File: config.mk
export PLATFORM = sky130hd
export DESIGN_NAME = dram_bank_seq
export DESIGN_NICKNAME = d
export VERILOG_FILES = /design/src/rtl/dram_seq_pkg.sv /design/src/rtl/row_tracker.sv /design/src/rtl/phase_seq.sv /design/src/rtl/bit_serializer.sv /design/src/rtl/dram_bank_seq.sv
export SDC_FILE = /design/constraint.sdc
export NUM_CORES = 1
export LEC_CHECK = 0
export BUFFER_PORTS_ARGS = -buffer_cell sky130_fd_sc_hd__buf_2
export CORE_MARGIN = 2
export CORE_UTILIZATION = 55
export DETAILED_ROUTE_END_ITERATION = 12
export HOLD_SLACK_MARGIN = 0.02
export PLACE_DENSITY_LB_ADDON = 0.15
export SLEW_MARGIN = 20
export SYNTH_ARGS = -nofsm -noshare
export SYNTH_HDL_FRONTEND = slang
export SYNTH_SLANG_ARGS = --single-unit
File: constraint.sdc
create_clock -name clk -period 3.7 [get_ports clk]
set_input_delay 0.185 -clock clk [delete_from_list [all_inputs] [get_ports clk]]
set_output_delay 0.185 -clock clk [all_outputs]
set_load 0.01 [all_outputs]
File: src/rtl/dram_seq_pkg.sv
package dram_seq_pkg;

  typedef enum logic [1:0] {
    CLS_HIT      = 2'b00,
    CLS_EMPTY    = 2'b01,
    CLS_CONFLICT = 2'b10
  } acc_cls_e;

  typedef enum logic [2:0] {
    PH_IDLE,
    PH_WB,
    PH_ACT,
    PH_CAS,
    PH_DATA
  } phase_e;

endpackage

File: src/rtl/row_tracker.sv
module row_tracker
  import dram_seq_pkg::*;
#(
  parameter int ROW_W = 12
) (
  input  logic             clk,
  input  logic             rst_n,
  input  logic [ROW_W-1:0] probe_row,
  input  logic             load_en,
  input  logic [ROW_W-1:0] load_row,
  output acc_cls_e         cls,
  output logic [ROW_W-1:0] open_row
);

  logic             vld_q, vld_d;
  logic [ROW_W-1:0] row_q, row_d;

  always_comb begin
    vld_d = vld_q;
    row_d = row_q;
    if (load_en) begin
      vld_d = 1'b1;
      row_d = load_row;
    end
  end

  always_ff @(posedge clk or negedge rst_n) begin
    if (!rst_n) begin
      vld_q <= 1'b0;
      row_q <= '0;
    end else begin
      vld_q <= vld_d;
      row_q <= row_d;
    end
  end

  always_comb begin
    if (!vld_q)                 cls = CLS_EMPTY;
    else if (probe_row == row_q) cls = CLS_HIT;
    else                        cls = CLS_CONFLICT;
  end

  assign open_row = row_q;

  AST_OPEN_AFTER_LOAD: assert property (@(posedge clk) disable iff (!rst_n)
    load_en |=> (cls != CLS_EMPTY));

endmodule

File: src/rtl/phase_seq.sv
module phase_seq
  import dram_seq_pkg::*;
#(
  parameter int T_WB  = 12,
  parameter int T_ACT = 12,
  parameter int T_CAS = 4
) (
  input  logic     clk,
  input  logic     rst_n,
  input  logic     start,
  input  acc_cls_e start_cls,
  input  logic     ser_last,
  output phase_e   phase,
  output logic     wb_stb,
  output logic     act_stb,
  output logic     cas_stb
);

  localparam int TMAX = (T_WB > T_ACT) ? ((T_WB > T_CAS) ? T_WB : T_CAS)
                                       : ((T_ACT > T_CAS) ? T_ACT : T_CAS);
  localparam int CW   = $clog2(TMAX + 1);
  localparam logic [CW-1:0] WB_LD  = CW'(T_WB - 1);
  localparam logic [CW-1:0] ACT_LD = CW'(T_ACT - 1);
  localparam logic [CW-1:0] CAS_LD = CW'(T_CAS - 1);

  phase_e        ph_q, ph_d;
  logic [CW-1:0] cnt_q, cnt_d;
  logic          en;

  always_comb begin
    ph_d  = ph_q;
    cnt_d = cnt_q;
    en    = 1'b0;
    case (ph_q)
      PH_IDLE: begin
        if (start) begin
          en = 1'b1;
          case (start_cls)
            CLS_CONFLICT: begin ph_d = PH_WB;  cnt_d = WB_LD;  end
            CLS_EMPTY:    begin ph_d = PH_ACT; cnt_d = ACT_LD; end
            default:      begin ph_d = PH_CAS; cnt_d = CAS_LD; end
          endcase
        end
      end
      PH_WB, PH_ACT, PH_CAS: begin
        en = 1'b1;
        if (cnt_q == '0) begin
          case (ph_q)
            PH_WB:   begin ph_d = PH_ACT; cnt_d = ACT_LD; end
            PH_ACT:  begin ph_d = PH_CAS; cnt_d = CAS_LD; end
            default: begin ph_d = PH_DATA; cnt_d = '0;    end
          endcase
        end else begin
          cnt_d = cnt_q - 1'b1;
        end
      end
      PH_DATA: begin
        if (ser_last) begin
          en   = 1'b1;
          ph_d = PH_IDLE;
        end
      end
      default: begin
        en   = 1'b1;
        ph_d = PH_IDLE;
      end
    endcase
  end

  always_ff @(posedge clk or negedge rst_n) begin
    if (!rst_n) begin
      ph_q  <= PH_IDLE;
      cnt_q <= '0;
    end else if (en) begin
      ph_q  <= ph_d;
      cnt_q <= cnt_d;
    end
  end

  assign phase   = ph_q;
  assign wb_stb  = (ph_q == PH_WB)  && (cnt_q == WB_LD);
  assign act_stb = (ph_q == PH_ACT) && (cnt_q == ACT_LD);
  assign cas_stb = (ph_q == PH_CAS) && (cnt_q == CAS_LD);

  AST_WB_THEN_ACT: assert property (@(posedge clk) disable iff (!rst_n)
    (ph_q == PH_WB && cnt_q == '0) |=> act_stb);
  AST_ACT_THEN_CAS: assert property (@(posedge clk) disable iff (!rst_n)
    (ph_q == PH_ACT && cnt_q == '0) |=> cas_stb);

endmodule

File: src/rtl/bit_serializer.sv
module bit_serializer #(
  parameter int BITS = 8
) (
  input  logic            clk,
  input  logic            rst_n,
  input  logic            load,
  input  logic [BITS-1:0] din,
  input  logic            shift,
  output logic            bit_o,
  output logic            last
);

  localparam int IW = (BITS > 1) ? $clog2(BITS) : 1;
  localparam logic [IW-1:0] LAST_IDX = IW'(BITS - 1);

  logic [BITS-1:0] sh_q, sh_d;
  logic [IW-1:0]   idx_q, idx_d;
  logic            en;

  always_comb begin
    sh_d  = sh_q;
    idx_d = idx_q;
    en    = load | shift;
    if (load) begin
      sh_d  = din;
      idx_d = '0;
    end else if (shift) begin
      sh_d  = sh_q << 1;
      idx_d = idx_q + 1'b1;
    end
  end

  always_ff @(posedge clk or negedge rst_n) begin
    if (!rst_n) begin
      sh_q  <= '0;
      idx_q <= '0;
    end else if (en) begin
      sh_q  <= sh_d;
      idx_q <= idx_d;
    end
  end

  assign bit_o = shift & sh_q[BITS-1];
  assign last  = shift && (idx_q == LAST_IDX);

endmodule

File: src/rtl/dram_bank_seq.sv
module dram_bank_seq
  import dram_seq_pkg::*;
#(
  parameter int ROW_W = 12,
  parameter int COL_W = 12,
  parameter int BITS  = 8,
  parameter int T_WB  = 12,
  parameter int T_ACT = 12,
  parameter int T_CAS = 4,
  localparam int AW          = (ROW_W > COL_W) ? ROW_W : COL_W,
  localparam int HIT_TOTAL   = T_CAS + BITS,
  localparam int EMPTY_TOTAL = T_ACT + HIT_TOTAL,
  localparam int CONF_TOTAL  = T_WB + EMPTY_TOTAL,
  localparam int LAT_W       = $clog2(CONF_TOTAL + 1)
) (
  input  logic             clk,
  input  logic             rst_n,
  input  logic             req_valid,
  output logic             req_ready,
  input  logic [ROW_W-1:0] req_row,
  input  logic [COL_W-1:0] req_col,
  output logic             cmd_wb,
  output logic             cmd_ras,
  output logic             cmd_cas,
  output logic [AW-1:0]    cmd_addr,
  input  logic [BITS-1:0]  col_data,
  output logic             rd_bit,
  output logic             rd_valid,
  output logic             rd_done,
  output logic [1:0]       acc_class,
  output logic [LAT_W-1:0] acc_latency
);

  logic [1:0] rst_sync;
  logic       rst_i_n;

  always_ff @(posedge clk or negedge rst_n) begin
    if (!rst_n) rst_sync <= 2'b00;
    else        rst_sync <= {rst_sync[0], 1'b1};
  end
  assign rst_i_n = rst_sync[1];

  phase_e           phase;
  acc_cls_e         cls_now, cls_q, cls_d;
  logic [ROW_W-1:0] open_row;
  logic [ROW_W-1:0] row_q, row_d;
  logic [COL_W-1:0] col_q, col_d;
  logic [LAT_W-1:0] lat_q, lat_d;
  logic             accept, ser_last, shift;

  assign req_ready = (phase == PH_IDLE);
  assign accept    = req_valid & req_ready;
  assign shift     = (phase == PH_DATA);

  row_tracker #(.ROW_W(ROW_W)) u_rows (
    .clk       (clk),
    .rst_n     (rst_i_n),
    .probe_row (req_row),
    .load_en   (cmd_ras),
    .load_row  (row_q),
    .cls       (cls_now),
    .open_row  (open_row)
  );

  phase_seq #(.T_WB(T_WB), .T_ACT(T_ACT), .T_CAS(T_CAS)) u_phase (
    .clk       (clk),
    .rst_n     (rst_i_n),
    .start     (accept),
    .start_cls (cls_now),
    .ser_last  (ser_last),
    .phase     (phase),
    .wb_stb    (cmd_wb),
    .act_stb   (cmd_ras),
    .cas_stb   (cmd_cas)
  );

  bit_serializer #(.BITS(BITS)) u_ser (
    .clk   (clk),
    .rst_n (rst_i_n),
    .load  (cmd_cas),
    .din   (col_data),
    .shift (shift),
    .bit_o (rd_bit),
    .last  (ser_last)
  );

  always_comb begin
    row_d = row_q;
    col_d = col_q;
    cls_d = cls_q;
    if (accept) begin
      row_d = req_row;
      col_d = req_col;
      cls_d = cls_now;
    end
  end

  always_comb begin
    lat_d = lat_q;
    if (accept)             lat_d = LAT_W'(1);
    else if (ser_last)      lat_d = '0;
    else if (lat_q != '0)   lat_d = lat_q + 1'b1;
  end

  always_ff @(posedge clk or negedge rst_i_n) begin
    if (!rst_i_n) begin
      row_q <= '0;
      col_q <= '0;
      cls_q <= CLS_HIT;
      lat_q <= '0;
    end else begin
      if (accept) begin
        row_q <= row_d;
        col_q <= col_d;
        cls_q <= cls_d;
      end
      lat_q <= lat_d;
    end
  end

  always_comb begin
    case (phase)
      PH_WB:   cmd_addr = AW'(open_row);
      PH_ACT:  cmd_addr = AW'(row_q);
      PH_CAS:  cmd_addr = AW'(col_q);
      default: cmd_addr = '0;
    endcase
  end

  assign rd_valid    = shift;
  assign rd_done     = ser_last;
  assign acc_class   = cls_q;
  assign acc_latency = lat_q;

  AST_HIT_LATENCY: assert property (@(posedge clk) disable iff (!rst_i_n)
    (rd_done && cls_q == CLS_HIT) |-> (acc_latency == LAT_W'(HIT_TOTAL)));
  AST_EMPTY_LATENCY: assert property (@(posedge clk) disable iff (!rst_i_n)
    (rd_done && cls_q == CLS_EMPTY) |-> (acc_latency == LAT_W'(EMPTY_TOTAL)));
  AST_CONF_LATENCY: assert property (@(posedge clk) disable iff (!rst_i_n)
    (rd_done && cls_q == CLS_CONFLICT) |-> (acc_latency == LAT_W'(CONF_TOTAL)));
  AST_READY_AFTER_DONE: assert property (@(posedge clk) disable iff (!rst_i_n)
    rd_done |=> req_ready);
  AST_ONE_STROBE: assert property (@(posedge clk) disable iff (!rst_i_n)
    $onehot0({cmd_wb, cmd_ras, cmd_cas}));
  AST_DONE_WITH_BIT: assert property (@(posedge clk) disable iff (!rst_i_n)
    rd_done |-> rd_valid);
  AST_BUSY_NO_CLASS_CHANGE: assert property (@(posedge clk) disable iff (!rst_i_n)
    (!req_ready && !$past(accept)) |-> $stable(acc_class));

endmodule

==> impl_metrics.prom, run 1 <==
# TYPE chip_impl_metric gauge
chip_impl_info{name="cts-root-buf",value="clkbuf_8"} 1
chip_impl_metric{name="nFillCells",unit=""} 508
chip_impl_metric{name="drtPass1Iterations",unit=""} 4
chip_impl_metric{name="globalRouteTotalUtil",unit="%"} 23.6
chip_impl_info{name="run_status",value="finished clean"} 1
chip_impl_metric{name="total_power_density_per_cell_area",unit="nW/um2"} 895
chip_impl_metric{name="drt_drc_violations_left",unit=""} 0
chip_impl_metric{name="report.final.setup_viol",unit=""} 0
chip_impl_info{name="worstReg2RegStart",value="u_phase.phase[0]$_DFFE_PN0P_"} 1
chip_impl_metric{name="final_max_slew_viol_count",unit=""} 0
chip_impl_metric{name="die_area",unit="um2"} 6570
chip_impl_info{name="timing.critical_path.to_type",value="output port"} 1
chip_impl_metric{name="die_y",unit="um"} 81.1
chip_impl_info{name="worstSetupEndpoint",value="cmd_addr[2]"} 1
chip_impl_metric{name="cts_sinks",unit=""} 65
chip_impl_metric{name="synth_seq_area_share",unit="%"} 49.8
chip_impl_info{name="cell_chain_critical_path",value="nor2b_1, a22oi_1, nor2_1, buf_2"} 1
chip_impl_metric{name="finalClockSkew",unit="ns"} 0.00972
chip_impl_metric{name="drive_above_1_share",unit="%"} 27.6
chip_impl_metric{name="totalWireLength",unit="um"} 6920
chip_impl_info{name="synthFlopType",value="dfrtp_1"} 1
chip_impl_metric{name="synth.ff_latch_count",unit=""} 65
chip_impl_metric{name="vias",unit=""} 2535
chip_impl_info{name="timing.critical_path.max_delay_family",value="simple AND/OR/NAND/NOR gates"} 1
chip_impl_metric{name="multi_input_comb_area",unit="um2"} 1520
chip_impl_metric{name="layout_worst_path_cycle_share",unit="%"} 74.4
chip_impl_metric{name="power.ir.vdd_worst",unit="mV"} 0.419
chip_impl_metric{name="hpwlAfterDp",unit="um"} 4600
chip_impl_metric{name="power.total",unit="uW"} 3440
chip_impl_metric{name="critical-path-max-stage-delay",unit="ns"} 0.87
chip_impl_metric{name="hold_viol_final",unit=""} 0
chip_impl_info{name="worst_r2r_endpoint",value="u_phase.cnt_q[1]$_DFFE_PN0P_"} 1
chip_impl_metric{name="core",unit="um2"} 5820
chip_impl_metric{name="syn_avg_cell_area",unit="um2"} 9.93
chip_impl_metric{name="total_number_of_nets_in_the_final_design",unit=""} 428
chip_impl_metric{name="syn2layout_area_growth",unit="%"} 17.8
chip_impl_metric{name="maximum_number_of_pins_on_one_net_before_global_route_repair",unit=""} 42
chip_impl_metric{name="synth-async-reset-ratio",unit="%"} 100
chip_impl_metric{name="syn-cell-area",unit="um2"} 3270
chip_impl_metric{name="synth_largest_type_area_fraction",unit="%"} 49.8
chip_impl_info{name="clock_tree_from_tritoncts",value="done"} 1
chip_impl_metric{name="first_pass_grt_wire_length",unit="um"} 11600
chip_impl_metric{name="grt_pass1_vias",unit=""} 2414
chip_impl_metric{name="start_util",unit="%"} 56.2
chip_impl_info{name="most-common-layout-cells",value="nand2_1 (89), dfrtp_1 (64), buf_2 (61), nor2_1 (23)"} 1
chip_impl_info{name="rsz0062_at_grt",value="no"} 1
chip_impl_metric{name="number_of_synthesized_flops_with_an_enable_pin",unit=""} 0
chip_impl_metric{name="sequential_cell_area",unit="um2"} 1630
chip_impl_metric{name="yosys.cell_types.count",unit=""} 43
chip_impl_metric{name="worst_slew_margin_rel",unit="%"} 33.3
chip_impl_metric{name="fin_setup_tns",unit="ns"} 0
chip_impl_info{name="post-synth-top-area-cell",value="dfrtp_1"} 1
chip_impl_info{name="critPathLaunch",value="u_phase.phase[0]$_DFFE_PN0P_"} 1
chip_impl_metric{name="vias_per_cell",unit=""} 5.43
chip_impl_metric{name="reg2reg_slack",unit="ns"} 1.21
chip_impl_metric{name="crit_arrival",unit="ns"} 2.57
chip_impl_metric{name="final.min_clock_period",unit="ns"} 2.75
chip_impl_metric{name="io_buffers",unit=""} 61
chip_impl_metric{name="yosys_warnings",unit=""} 0
chip_impl_metric{name="i_o_pin_count",unit=""} 62
chip_impl_metric{name="cts.clk_slew.worst_paths",unit="ns"} 0.07
chip_impl_metric{name="worst_reg2reg_path_length_in_cells",unit=""} 4
chip_impl_metric{name="cp_num_cells",unit=""} 4
chip_impl_metric{name="postSynthNetCount",unit=""} 370
chip_impl_metric{name="max_clock_freq",unit="GHz"} 0.363
chip_impl_info{name="crit_type",value="flop to output port"} 1
chip_impl_metric{name="htree_num_levels",unit=""} 3
chip_impl_metric{name="tritoncts.num_buffers",unit=""} 9
chip_impl_metric{name="wl_per_cell",unit="um"} 14.8
chip_impl_metric{name="critical_path.n_buffers_inverters",unit=""} 1
chip_impl_info{name="layout_commonest_cell",value="nand2_1"} 1
chip_impl_info{name="holdCritPathClass",value="primary input to flop"} 1
chip_impl_metric{name="antenna_found_initial",unit=""} 0
chip_impl_metric{name="number_of_buffers_between_clock_root_and_the_deepest_sink",unit=""} 2
chip_impl_metric{name="transition_at_the_pin_with_the_smallest_max_transition_slack",unit="ns"} 0.999
chip_impl_metric{name="rows",unit=""} 28
chip_impl_metric{name="crit_fanout",unit=""} 22
chip_impl_metric{name="die_w",unit="um"} 81.1
chip_impl_info{name="critPathLaunchType",value="flop"} 1
chip_impl_info{name="slowest_stage",value="dfrtp_1"} 1
chip_impl_metric{name="p_leak",unit="uW"} 0.00201
chip_impl_info{name="synth_top_cells_by_area",value="dfrtp_1 (50%), nand2_1 (10%), mux2_2 (5.5%)"} 1
chip_impl_metric{name="antenna_cells_inserted",unit=""} 0
chip_impl_metric{name="antenna_violating_nets_post_route",unit=""} 0
chip_impl_metric{name="gp_congestion",unit=""} 0.764
chip_impl_metric{name="cp.required",unit="ns"} 3.51
chip_impl_metric{name="synth_cells",unit=""} 329
chip_impl_metric{name="dr.first_iter.drc_count",unit=""} 99
chip_impl_metric{name="clock_latency",unit="ns"} 0.34
chip_impl_metric{name="overflow",unit=""} 0
chip_impl_metric{name="cap_violations",unit=""} 0
## tightest hold or removal path: stages
cell and delay, ns:
buf_2 0.07, nand2_1 0.04, nand2_1 0.05
## worst min path at each step
stage / from / end / cells past startpoint
finish: req_col[8] / col_q[8]$_DFFE_PN0P_ / 3
global route: req_col[10] / col_q[10]$_DFFE_PN0P_ / 3
CTS: req_col[9] / col_q[9]$_DFFE_PN0P_ / 3
detailed placement: rst_n / rst_sync[0]$_DFF_PN0_ / 1
global placement: rst_n / rst_sync[0]$_DFF_PN0_ / 1
floorplan: rst_n / rst_sync[0]$_DFF_PN0_ / 0
## cell type report
| cell class | count | share of cell area (%) |
|---|---|---|
| Clock buffer | 11 | 3.67 |
| Clock inverter | 5 | 2.67 |
| Inverter | 6 | 0.585 |
| Multi-Input combinational cell | 240 | 39.6 |
| Sequential cell | 65 | 42.3 |
| Tap cell | 75 | 2.44 |
| Timing Repair Buffer | 65 | 8.78 |
## registers in the layout (all words and copies together), names as in the netlist
name             flops
acc_class            2
acc_latency          6
col_q               12
row_q               12
rst_sync             2
u_phase.cnt_q        4
u_phase.phase        3
u_rows.open_row     12
u_rows.vld_q         1
u_ser.idx_q          3
u_ser.sh_q           8
## logic make-up after synthesis
family / after synthesis / synth area share [%]
buf+inv: 24 / 3.64
xor+xnor: 18 / 4.82
fa+ha+maj: 6 / 2.30
flops: 65 / 49.8
compound gates: 38 / 8.77
mux: 27 / 10.1
other cells: 1 / 0.115
simple gates: 150 / 20.5
## report_power, final
| part | total (uW) | switching [uW] | leakage (uW) | internal (uW) |
|---|---|---|---|---|
| Combinational | 1340 | 664 | 0.00107 | 678 |
| Sequential | 1370 | 343 | 0.000814 | 1030 |
| Clock | 734 | 269 | 0.000120 | 465 |
| Total | 3440 | 1280 | 0.00201 | 2170 |
## Yosys cell counts (all sizes together), types with 2 or more instances
cell / count
and2: 2
mux2i: 3
and3: 9
nand3: 2
inv: 6
o21ai: 7
a221o: 7
nor4: 3
buf: 8
nor2b: 3
nand3b: 2
nor2: 23
nand4: 3
o211a: 2
nand2: 89
clkbuf: 10
a21o: 2
a21oi: 3
dfrtp: 65
nor3: 7
a22oi: 12
mux2: 24
ha: 6
xor2: 2
xnor2: 16
nor3b: 2
## stage by stage
step	utilization, %	instance area, um2	std cells	hold WS, ns	setup slack (ns)
floorplan	-	3270	329	-0.111	1.76
global placement	61.8	3590	450	-0.0298	1.29
detailed placement	61.8	3590	450	-0.0296	1.26
CTS	66.2	3850	467	0.0228	0.960
global route	66.2	3850	467	0.0212	0.684
finish	66.2	3850	467	0.0296	0.946
## per-layer routing
layer,GRT usage (%),part of all wire [%],vias up
li1,-,-,1229
met1,32.5,47,1236
met2,36.4,47,60
met3,4.56,4.2,10
met4,10.7,1.6,0
met5,0,0,-
## timing repair
action | in CTS | in global routing
hold endpoints to repair | 2 | 0
buffers inserted | 0 | 0
resized for setup | 0 | 0
hold buffers | 1 | 0
Power figures use the tool's default switching activity.
==> inputs of run 2 (changes only) <==
--- a/config.mk
+++ b/config.mk
@@ -5,6 +5,7 @@
 export SDC_FILE = /design/constraint.sdc
 export NUM_CORES = 1
 export LEC_CHECK = 0
+export ABC_AREA = 1
 export BUFFER_PORTS_ARGS = -buffer_cell sky130_fd_sc_hd__buf_2
 export CORE_MARGIN = 2
 export CORE_UTILIZATION = 55
==> constraint.sdc (replaced) <==
create_clock -name clk -period 2.8 [get_ports clk]
set_input_delay 0.14 -clock clk [delete_from_list [all_inputs] [get_ports clk]]
set_output_delay 0.14 -clock clk [all_outputs]
set_load 0.01 [all_outputs]
==> run 2 against run 1 <==
Compared with the run above: design area is 4.3% higher; critical path depth up 3; clock skew shrank 0.0026 ns; hold slack worse by 0.0038 ns; critical path type unchanged; largest power group is now combinational logic; highest routed layer unchanged.
==> impl_metrics.prom, run 2 <==
# TYPE chip_impl_metric gauge
chip_impl_metric{name="die_area",unit="um2"} 6430
chip_impl_metric{name="crit_arrival",unit="ns"} 1.97
chip_impl_metric{name="power.total",unit="uW"} 4180
chip_impl_metric{name="wl_per_cell",unit="um"} 12.5
chip_impl_metric{name="totalWireLength",unit="um"} 7090
chip_impl_metric{name="worst_reg2reg_path_length_in_cells",unit=""} 8
chip_impl_metric{name="report.final.setup_viol",unit=""} 0
chip_impl_info{name="synthFlopType",value="dfrtp_1"} 1
chip_impl_metric{name="vias_per_cell",unit=""} 5.15
chip_impl_metric{name="tritoncts.num_buffers",unit=""} 9
chip_impl_metric{name="final_cells",unit=""} 569
chip_impl_metric{name="worst_slew_margin_rel",unit="%"} 55.6
chip_impl_metric{name="antenna_found_initial",unit=""} 0
chip_impl_metric{name="critical_path.n_buffers_inverters",unit=""} 4
chip_impl_info{name="cell_chain_critical_path",value="inv_2, nand2_1, nor2_2, buf_4, inv_2, nor2_4, buf_2"} 1
chip_impl_metric{name="clock_latency",unit="ns"} 0.35
chip_impl_metric{name="start_util",unit="%"} 57.6
chip_impl_metric{name="cp_num_cells",unit=""} 7
chip_impl_metric{name="synth_largest_type_area_fraction",unit="%"} 51.0
chip_impl_metric{name="globalRouteTotalUtil",unit="%"} 24.7
chip_impl_metric{name="grt_pass1_vias",unit=""} 2799
chip_impl_metric{name="antenna_violating_nets_post_route",unit=""} 0
chip_impl_metric{name="drive_above_1_share",unit="%"} 18.7
chip_impl_metric{name="number_of_synthesized_flops_with_an_enable_pin",unit=""} 0
chip_impl_metric{name="io_buffers",unit=""} 61
chip_impl_metric{name="grtUsageMet3",unit="%"} 8.54
chip_impl_metric{name="cp.required",unit="ns"} 2.66
chip_impl_metric{name="antenna_cells_inserted",unit=""} 0
chip_impl_metric{name="core",unit="um2"} 5540
chip_impl_metric{name="power.ir.vdd_worst",unit="mV"} 0.552
chip_impl_info{name="clock_tree_from_tritoncts",value="done"} 1
chip_impl_info{name="crit_type",value="flop to output port"} 1
chip_impl_metric{name="grtUsageMet2",unit="%"} 40.7
chip_impl_metric{name="layout_worst_path_cycle_share",unit="%"} 75.5
chip_impl_metric{name="die_w",unit="um"} 80.2
chip_impl_metric{name="cts_post_setup_buffers_inserted",unit=""} 0
chip_impl_metric{name="postSynthNetCount",unit=""} 446
chip_impl_info{name="slowest_stage",value="dfrtp_1"} 1
chip_impl_metric{name="final.setup.worst_slack",unit="ns"} 0.685
chip_impl_metric{name="cts_sinks",unit=""} 65
chip_impl_info{name="grt_busiest_layer",value="met2"} 1
chip_impl_metric{name="die_y",unit="um"} 80.2
chip_impl_info{name="holdCritPathClass",value="primary input to flop"} 1
chip_impl_metric{name="vias",unit=""} 2928
chip_impl_metric{name="hold-path-cell-count",unit=""} 3
chip_impl_info{name="critPathLaunchType",value="flop"} 1
chip_impl_metric{name="synth_cells",unit=""} 405
chip_impl_info{name="post-synth-top-count-cell",value="nand2_1"} 1
chip_impl_metric{name="fin_setup_tns",unit="ns"} 0
chip_impl_info{name="most-common-layout-cells",value="nand2_1 (164), dfrtp_1 (64), buf_2 (61), inv_1 (35), o21ai_0 (30)"} 1
chip_impl_metric{name="final_max_slew_viol_count",unit=""} 0
chip_impl_metric{name="cap_violations",unit=""} 0
chip_impl_metric{name="number_of_buffers_between_clock_root_and_the_deepest_sink",unit=""} 2
chip_impl_info{name="synth.cells.most_frequent",value="nand2_1 (164), dfrtp_1 (65), inv_1 (35), o21ai_0 (30), nor2_1 (25)"} 1
chip_impl_metric{name="critical-path-max-stage-delay",unit="ns"} 0.44
chip_impl_metric{name="rows",unit=""} 27
chip_impl_metric{name="drtPass1Iterations",unit=""} 4
chip_impl_metric{name="cts.clk_slew.worst_paths",unit="ns"} 0.07
chip_impl_metric{name="drt_drc_violations_left",unit=""} 0
chip_impl_metric{name="syn_avg_cell_area",unit="um2"} 7.88
chip_impl_metric{name="transition_at_the_pin_with_the_smallest_max_transition_slack",unit="ns"} 0.664
chip_impl_metric{name="first_pass_grt_wire_length",unit="um"} 12100
chip_impl_metric{name="synth.ff_latch_count",unit=""} 65
chip_impl_info{name="cts-root-buf",value="clkbuf_8"} 1
chip_impl_metric{name="hold_viol_final",unit=""} 0
chip_impl_metric{name="total_number_of_nets_in_the_final_design",unit=""} 533
chip_impl_info{name="rsz0062_at_grt",value="no"} 1
chip_impl_metric{name="synth-async-reset-ratio",unit="%"} 100
chip_impl_metric{name="overflow",unit=""} 0
chip_impl_info{name="post-synth-top-area-cell",value="dfrtp_1"} 1
chip_impl_metric{name="p_leak",unit="uW"} 0.00214
chip_impl_info{name="timing.critical_path.to_type",value="output port"} 1
chip_impl_metric{name="htree_num_levels",unit=""} 3
chip_impl_metric{name="maximum_number_of_pins_on_one_net_before_global_route_repair",unit=""} 38
chip_impl_metric{name="total_power_density_per_cell_area",unit="nW/um2"} 1040
chip_impl_metric{name="crit_fanout",unit=""} 25
chip_impl_metric{name="max_clock_freq",unit="GHz"} 0.473
chip_impl_info{name="synth_top_cells_by_area",value="dfrtp_1 (51%), nand2_1 (19%), o21ai_0 (4.7%)"} 1
chip_impl_metric{name="yosys_warnings",unit=""} 0
chip_impl_info{name="timing.critical_path.max_delay_family",value="buffers and inverters"} 1
chip_impl_metric{name="i_o_pin_count",unit=""} 62
chip_impl_metric{name="syn-cell-area",unit="um2"} 3190
chip_impl_metric{name="grt.met1_usage",unit="%"} 31.1
chip_impl_info{name="critical_path.most_common_cell",value="inv_2"} 1
chip_impl_info{name="run_status",value="finished clean"} 1
chip_impl_metric{name="synth_seq_area_share",unit="%"} 51.0
chip_impl_metric{name="preCtsSetupSlack",unit="ns"} 1.02
chip_impl_metric{name="final.min_clock_period",unit="ns"} 2.11
chip_impl_metric{name="yosys.cell_types.count",unit=""} 27
chip_impl_info{name="layout_commonest_cell",value="nand2_1"} 1
chip_impl_metric{name="placed_cells",unit=""} 531
chip_impl_metric{name="gp_congestion",unit=""} 0.870
chip_impl_metric{name="hpwlAfterDp",unit="um"} 4890
chip_impl_metric{name="dr.first_iter.drc_count",unit=""} 167
chip_impl_metric{name="syn2layout_area_growth",unit="%"} 25.8
chip_impl_metric{name="finalClockSkew",unit="ns"} 0.00709
## run 2: cells by family (layout without fill, tap and decap cells)
kind of cell	Yosys count	in the layout	synth area share [%]
AO/OA/AOI/OAI	56	56	10.4
buffers and inverters	52	144	6.59
XOR/XNOR	7	7	1.92
flip-flops	65	65	51.0
AND/OR/NAND/NOR	218	218	27.6
adder cells (fa/ha/maj)	6	6	2.35
other	1	1	0.118
## run 2: power by group
group	total [uW]	internal (uW)	switching (uW)
registers	1610	1330	275
clock network	904	546	358
logic	1670	632	1040
total	4180	2510	1670
## run 2: worst min-delay path, stage by stage
cell and delay (ns):
buf_2 0.08, a22oi_1 0.05, o21ai_0 0.06
## run 2: worst paths after layout
| kind | from | endpoint | slack (ns) |
|---|---|---|---|
| hold / removal | col_data[7] | u_ser.sh_q[7]$_DFFE_PN0P_ | 0.03 |
| setup / recovery | u_phase.phase[2]$_DFFE_PN0P_ | cmd_ras | 0.69 |
| hold reg to reg | rst_sync[1]$_DFF_PN0_ | row_q[6]$_DFFE_PN0P_ | 0.28 |
| min in group asynchronous | rst_n | rst_sync[1]$_DFF_PN0_ | 0.10 |
| setup reg to reg | u_phase.phase[2]$_DFFE_PN0P_ | u_phase.cnt_q[1]$_DFFE_PN0P_ | 0.96 |
| max in group asynchronous | rst_sync[1]$_DFF_PN0_ | acc_latency[2]$_DFFE_PN0P_ | 1.83 |
## run 2: cell type report
class | count | area, um2
inverters | 40 | 150
fillers | 459 | 1530
flip-flops and latches | 65 | 1630
well taps | 72 | 90.1
multi-input cells | 288 | 1350
repair buffers | 88 | 563
clock inverters | 5 | 77.6
clock buffers | 11 | 151
## run 2: stage by stage
stage | util [%] | instance area [um2] | hold WS (ns)
final | 72.4 | 4010 | 0.0258
after global routing | 72.4 | 4010 | 0.0278
after CTS | 72.4 | 4010 | 0.0203
after detailed placement | 64.3 | 3560 | -0.0736
after global placement | 64.3 | 3560 | -0.0723
after floorplan | - | 3190 | -0.156
## run 2: timing repair
| item | 4_1_cts | 5_1_grt |
|---|---|---|
| hold buffers | 22 | 0 |
| endpoints found under the hold margin | 23 | 0 |
| setup endpoints to repair | 0 | 0 |
| gates resized for setup | 0 | 0 |
## run 2: per-layer routing
metal	wire length, um	vias to the layer above
met3	360	4
met2	3410	70
li1	-	1458
met5	0	-
met1	3270	1396
met4	49	0
